## src/rtl/dzpwm_pkg.sv

```systemverilog
package dzpwm_pkg;

    typedef enum logic [1:0] {
        CMD_HOLD  = 2'd0,
        CMD_RAISE = 2'd1,
        CMD_LOWER = 2'd2,
        CMD_CLASH = 2'd3
    } step_cmd_e;

    typedef enum logic {
        PW_LOW  = 1'b0,
        PW_HIGH = 1'b1
    } pwm_state_e;

endpackage

```

## src/rtl/dzpwm_cmd_decode.sv

```systemverilog
module dzpwm_cmd_decode
    import dzpwm_pkg::*;
(
    input  logic      req_up,
    input  logic      req_dn,
    output step_cmd_e cmd
);

    always_comb begin
        unique case ({req_up, req_dn})
            2'b10:   cmd = CMD_RAISE;
            2'b01:   cmd = CMD_LOWER;
            2'b11:   cmd = CMD_CLASH;
            default: cmd = CMD_HOLD;
        endcase
    end

endmodule

```

## src/rtl/dzpwm_duty_counter.sv

```systemverilog
module dzpwm_duty_counter
    import dzpwm_pkg::*;
#(
    parameter int DUTY_W   = 8,
    parameter int RST_DUTY = 0
) (
    input  logic              clk,
    input  logic              rst,
    input  logic              tick,
    input  step_cmd_e         cmd,
    input  logic              load_en,
    input  logic [DUTY_W-1:0] load_val,
    input  logic [DUTY_W-1:0] lim_lo,
    input  logic [DUTY_W-1:0] lim_hi,
    output logic [DUTY_W-1:0] duty_q,
    output logic [DUTY_W-1:0] duty_nxt
);

    localparam logic [DUTY_W-1:0] DUTY_INIT = DUTY_W'(RST_DUTY);
    localparam logic [DUTY_W-1:0] ONE       = DUTY_W'(1);

    logic [DUTY_W-1:0] stepped;

    always_comb begin
        unique case (cmd)
            CMD_RAISE: stepped = (duty_q >= lim_hi) ? lim_hi : duty_q + ONE;
            CMD_LOWER: stepped = (duty_q <= lim_lo) ? lim_lo : duty_q - ONE;
            CMD_CLASH: stepped = duty_q;
            default:   stepped = duty_q;
        endcase
    end

    always_comb begin
        if (load_en)   duty_nxt = load_val;
        else if (tick) duty_nxt = stepped;
        else           duty_nxt = duty_q;
    end

    always_ff @(posedge clk) begin
        if (rst) duty_q <= DUTY_INIT;
        else     duty_q <= duty_nxt;
    end

    // dead band holds the count
    p_deadband_hold_r5: assert property (@(posedge clk) disable iff (rst)
        (tick && !load_en && cmd == CMD_HOLD) |=> $stable(duty_q));

    // conflicting requests hold the count
    p_clash_hold_r6: assert property (@(posedge clk) disable iff (rst)
        (tick && !load_en && cmd == CMD_CLASH) |=> $stable(duty_q));

    // no movement away from the period boundary
    p_mid_period_r7: assert property (@(posedge clk) disable iff (rst)
        (!tick && !load_en) |=> $stable(duty_q));

    // preset lands on the next edge
    p_load_r8: assert property (@(posedge clk) disable iff (rst)
        load_en |=> (duty_q == $past(load_val)));

    // raise at or above the ceiling pins to the ceiling
    p_cap_hi_r3: assert property (@(posedge clk) disable iff (rst)
        (tick && !load_en && cmd == CMD_RAISE && duty_q >= lim_hi)
        |=> (duty_q == $past(lim_hi)));

    // a raise below the ceiling never wraps to a smaller value
    p_no_wrap_up_r10: assert property (@(posedge clk) disable iff (rst)
        (tick && !load_en && cmd == CMD_RAISE && duty_q < lim_hi)
        |=> (duty_q > $past(duty_q)));

    // a lower above the floor never wraps to a larger value
    p_no_wrap_dn_r10: assert property (@(posedge clk) disable iff (rst)
        (tick && !load_en && cmd == CMD_LOWER && duty_q > lim_lo)
        |=> (duty_q < $past(duty_q)));

endmodule

```

## src/rtl/dzpwm_pwm_engine.sv

```systemverilog
module dzpwm_pwm_engine
    import dzpwm_pkg::*;
#(
    parameter int PERIOD   = 64,
    parameter int DUTY_W   = 8,
    parameter int RST_DUTY = 0
) (
    input  logic              clk,
    input  logic              rst,
    input  logic [DUTY_W-1:0] duty_nxt,
    output logic              tick,
    output logic              pwm_out
);

    localparam int PH_W  = (PERIOD > 2) ? $clog2(PERIOD) : 1;
    localparam int CMP_W = ((PH_W > DUTY_W) ? PH_W : DUTY_W) + 1;
    localparam logic [PH_W-1:0]   PH_LAST   = PH_W'(PERIOD - 1);
    localparam logic [PH_W-1:0]   PH_ONE    = PH_W'(1);
    localparam logic [DUTY_W-1:0] DUTY_INIT = DUTY_W'(RST_DUTY);
    localparam pwm_state_e        ST_INIT   = (RST_DUTY > 0) ? PW_HIGH : PW_LOW;

    logic [PH_W-1:0]   phase_q, phase_nxt;
    logic [DUTY_W-1:0] act_q, act_nxt;
    pwm_state_e        state_q, state_nxt;

    assign tick = (phase_q == PH_LAST);

    always_comb begin
        phase_nxt = tick ? '0 : phase_q + PH_ONE;
        act_nxt   = tick ? duty_nxt : act_q;
    end

    // next-state logic
    always_comb begin
        unique case (state_q)
            PW_HIGH: state_nxt = (CMP_W'(phase_nxt) < CMP_W'(act_nxt)) ? PW_HIGH : PW_LOW;
            PW_LOW:  state_nxt = (CMP_W'(phase_nxt) < CMP_W'(act_nxt)) ? PW_HIGH : PW_LOW;
            default: state_nxt = PW_LOW;
        endcase
    end

    // state register
    always_ff @(posedge clk) begin
        if (rst) begin
            phase_q <= '0;
            act_q   <= DUTY_INIT;
            state_q <= ST_INIT;
        end else begin
            phase_q <= phase_nxt;
            act_q   <= act_nxt;
            state_q <= state_nxt;
        end
    end

    // outputs
    always_comb begin
        unique case (state_q)
            PW_HIGH: pwm_out = 1'b1;
            PW_LOW:  pwm_out = 1'b0;
            default: pwm_out = 1'b0;
        endcase
    end

    // period wraps after PERIOD cycles
    p_wrap_r2: assert property (@(posedge clk) disable iff (rst)
        tick |=> (phase_q == '0));

    // zero active duty never drives the switch
    p_zero_duty_r2: assert property (@(posedge clk) disable iff (rst)
        (act_q == '0) |-> !pwm_out);

    // a non-zero duty starts each period with the switch on
    p_pulse_start_r2: assert property (@(posedge clk) disable iff (rst)
        (tick && duty_nxt != '0) |=> pwm_out);

    // active duty is frozen inside a period
    p_act_frozen_r9: assert property (@(posedge clk) disable iff (rst)
        !tick |=> $stable(act_q));

endmodule

```

## src/rtl/dzpwm_regulator.sv

```systemverilog
module dzpwm_regulator
    import dzpwm_pkg::*;
#(
    parameter int PERIOD   = 64,
    parameter int DUTY_W   = 8,
    parameter int RST_DUTY = 0
) (
    input  logic              clk,
    input  logic              rst,
    input  logic              req_up,
    input  logic              req_dn,
    input  logic [DUTY_W-1:0] lim_lo,
    input  logic [DUTY_W-1:0] lim_hi,
    input  logic              load_en,
    input  logic [DUTY_W-1:0] load_val,
    output logic              pwm_out,
    output logic [DUTY_W-1:0] duty_val
);

    step_cmd_e         cmd;
    logic              tick;
    logic [DUTY_W-1:0] duty_nxt;

    dzpwm_cmd_decode u_decode (
        .req_up (req_up),
        .req_dn (req_dn),
        .cmd    (cmd)
    );

    dzpwm_duty_counter #(
        .DUTY_W   (DUTY_W),
        .RST_DUTY (RST_DUTY)
    ) u_counter (
        .clk      (clk),
        .rst      (rst),
        .tick     (tick),
        .cmd      (cmd),
        .load_en  (load_en),
        .load_val (load_val),
        .lim_lo   (lim_lo),
        .lim_hi   (lim_hi),
        .duty_q   (duty_val),
        .duty_nxt (duty_nxt)
    );

    dzpwm_pwm_engine #(
        .PERIOD   (PERIOD),
        .DUTY_W   (DUTY_W),
        .RST_DUTY (RST_DUTY)
    ) u_engine (
        .clk      (clk),
        .rst      (rst),
        .duty_nxt (duty_nxt),
        .tick     (tick),
        .pwm_out  (pwm_out)
    );

    // reset leaves the switch off with the default reset duty
    p_reset_r1: assert property (@(posedge clk)
        (rst && RST_DUTY == 0) |=> (!pwm_out && duty_val == '0));

endmodule

```

## config.mk

```make
export PLATFORM = sky130hd
export DESIGN_NAME = dzpwm_regulator
export DESIGN_NICKNAME = d
export VERILOG_FILES = /design/src/rtl/dzpwm_pkg.sv /design/src/rtl/dzpwm_cmd_decode.sv /design/src/rtl/dzpwm_duty_counter.sv /design/src/rtl/dzpwm_pwm_engine.sv /design/src/rtl/dzpwm_regulator.sv
export SDC_FILE = /design/constraint.sdc
export NUM_CORES = 1
export LEC_CHECK = 0
export CAP_MARGIN = 20
export CORE_MARGIN = 3
export CORE_UTILIZATION = 35
export DETAILED_ROUTE_END_ITERATION = 6
export DONT_BUFFER_PORTS = 1
export GPL_TIMING_DRIVEN = 0
export HOLD_SLACK_MARGIN = 0.15
export SLEW_MARGIN = 20
export SYNTH_ARGS = -nofsm -noshare
export SYNTH_HDL_FRONTEND = slang
export SYNTH_HIERARCHICAL = 1
export SYNTH_SLANG_ARGS = --single-unit
```

## constraint.sdc

```tcl
create_clock -name clk -period 3.3 [get_ports clk]
set_input_delay 0.33 -clock clk [delete_from_list [all_inputs] [get_ports clk]]
set_output_delay 0.33 -clock clk [all_outputs]
set_load 0.03 [all_outputs]
```

==> run metrics <==
Synth cell types=53; largest cells by area after synthesis=dfxtp_1 21%, ha_1 15%, nand2_1 4.3%; Worst setup EP type=flop; status=finished, final reports clean; ant diodes=0; Cell Pwr Density=272 nW/um^2; io pins=38; GRT Total Usage=0.161; Yosys warning total=6; Clk network pwr share=0.244; Leak Pwr=about 1.1 nW; die height=84.9 um; Max FO, Critical Path=9; clock latency on the worst-skew pair=between 0.2 and 0.3 ns; EDFF count, synth=0; worst hold stages=1; non-filler cells, final=378; net load switching power=about 0.26 mW; share of cells above drive strength 1=0.271; dpl cells=~350; num rows=28; cell area after synthesis=between 2000 and 2500 um^2; vias in the first global route=~2,000; Req. time, crit path=approximately 3.5 ns; CTS tree=done; Port Buffer Count=0; clock root cell=clkbuf_8; drt via density=roughly 5.7; Slew @ Worst Pin=around 0.55 ns; Mapped Nets=around 330; Yosys top cell area share=0.211; Via Count=roughly 2,200; H-tree levels=1; synthesis-stage register bit count=23; final WL=slightly above 6000 um; GPL Wtd Cong=around 0.78; NumNets Final=~360; Clock Skews=around 0.0039 ns; Starting Density=0.364; Synth area leader=dfxtp_1; Internal=0.476 mW; fmax=between 300 and 400 MHz; Clk pin slew, worst setup/hold paths=~0.09 ns; largest net degree at the start of global routing=14; Worst Hold Launch=rst; R2R Setup Slk=~0.14 ns; Sink Count=23; maximum buffer depth of the clock tree=2; fin. max-slew vios=0; R2R Path End=u_engine/state_q; met1 Use GR=0.200; drt wl/cell=between 15 and 20 um; Final ANT Viol Nets=0; met3 Usage GRT=0.0282; first-pass GRT wire length=9550 um; CP Launch Type=flop; Logic pwr share=0.323; syn_area_per_cell=between 7 and 8 um^2; final hold vios=0; core box area=between 5000 and 6000 um^2; total grt overflow=0; Layout area overhead=23.8%; post-route core utilization=0.450; critical path arrival=between 3 and 4 ns; register area share after synthesis=0.211; Post-DP HPWL=~4400 um; max_slew headroom=0.635; met2 Use GR=0.294; top_reg_cell synth=dfxtp_1; reg2reg start=u_counter/duty_q[0]; final setup vio count=0; DRC violations left=0; post-place setup slack=-0.455 ns; hold worst-path end=u_engine/state_q; register share of total power=0.433; HP Class=primary input to flop; Post-Synthesis Cells=276; DR iter-0 viols=roughly 130; total power=0.734 mW; critical path type=flop to flop; max_cap viols=0; worst r2r path cells=14; DRT Pass-1 Iters=4; Switching Fraction=0.351; crit path time final=3.16 ns; width of the chip=around 85 um; Tcrit/Tclk final=0.957; total CTS buffers=3; GRT busiest layer=met2; Post-synth ARST share=0; initial antenna violation count=0; Die Area=between 7000 and 8000 um^2; final worst-path setup slack=approximately 0.14 ns; VDD IR max=~0.21 mV
## cells by family (layout without fill, tap and decap cells)
| kind of cell | after synthesis | count (layout) | synth area share |
|---|---|---|---|
| AOI/OAI and AO/OA | 74 | 74 | 0.250 |
| buffers and inverters | 35 | 62 | 0.0758 |
| muxes | 10 | 10 | 0.0511 |
| DFF | 23 | 23 | 0.211 |
| and+or+nand+nor | 97 | 97 | 0.218 |
| adders and majority gates | 26 | 26 | 0.149 |
| xor gates and xnor gates | 11 | 11 | 0.0442 |
## how the worst max path moves through the flow
stage	startpoint	endpoint	slack (ns)
finish	u_counter/duty_q[0]	u_engine/state_q	0.14
global placement	u_counter/duty_q[0]	u_engine/state_q	-0.47
CTS	u_counter/duty_q[0]	u_engine/state_q	0.05
detailed placement	u_counter/duty_q[6]	u_engine/state_q	-0.45
global route	u_counter/duty_q[0]	u_engine/state_q	-0.06
floorplan	u_counter/duty_q[2]	u_engine/state_q	0.13
## cell usage in the layout (no fill, tap or decap), types with 7 or more instances in the layout
master    synthesis  routed
nor2_1           23      21
nand2_1          25      23
nand3_1          12      12
nor3_1           10      10
a211oi_1         10       9
ha_1             26      24
buf_4             1      22
inv_1            20      19
mux2i_1           7       7
dfxtp_1          23      13
o21a_1            7       7
a21oi_1          16      14
## what timing repair did
action,in CTS,in global routing
endpoints found under the hold margin,4,0
endpoints found under the setup margin,1,2
buffers inserted,8,14
hold buffers,1,0
pin swaps,2,10
gates resized for setup,24,32
## cell type report
cell class / instances / area (um^2)
Inverter: 21 / 80.1
Sequential cell: 23 / 488
Fill cell: 590 / 3290
Clock inverter: 1 / 5.00
Multi-Input combinational cell: 218 / 1720
Clock buffer: 3 / 41.3
Tap cell: 75 / 93.8
Buffer: 14 / 100
Timing Repair Buffer: 23 / 174
## sequential cells by signal, summed over array words and instances (netlist names)
name and count:
u_engine/act_q 8, u_engine/phase_q 6, u_counter/duty_q 8, u_engine/state_q 1
## synth_stat cells (all sizes together), types with 5 or more instances
cell	number
buf	8
inv	20
xnor2	5
ha	26
mux2i	7
o21a	7
dfxtp	23
nand2	25
a311oi	6
a21oi	16
nor2b	7
clkbuf	6
nor3	11
xor2	6
nand3	14
a211oi	11
o21ai	10
nor2	27
o211ai	6
## metal layers
metal / wire (um) / up-vias
met5: 0 / -
met4: 94 / 0
met3: 249 / 10
met2: 3190 / 62
met1: 2660 / 1036
li1: - / 1058
## power groups by stage
stage	clock network [mW]	logic, mW	registers [mW]
2_1_floorplan	0	0.146	0.319
3_3_place_gp	0	0.180	0.325
3_5_place_dp	0	0.181	0.325
4_1_cts	0.191	0.192	0.319
5_1_grt	0.202	0.261	0.320
6_report	0.179	0.237	0.317
## worst max-delay path: stages (launching register included)
cell and delay [ns]:
dfxtp_4 0.46, inv_2 0.09, ha_1 0.29, nand4_1 0.14, or2_0 0.24, buf_4 0.18, nand2_4 0.10, nand3_1 0.10
a311oi_2 0.30, nor2_1 0.08, mux2i_1 0.21, ha_1 0.29, a2111oi_2 0.30, o21ai_1 0.11, o221ai_1 0.17
## per-stage QoR
step                hold WS [ns]  setup TNS, ns  area, um^2
floorplan                  0.402              0        2180
global placement           0.404         -0.470        2270
detailed placement         0.405         -0.455        2270
CTS                        0.234              0        2450
global route               0.240        -0.0620        2700
finish                     0.239              0        2700
Power figures use the tool's default switching activity.
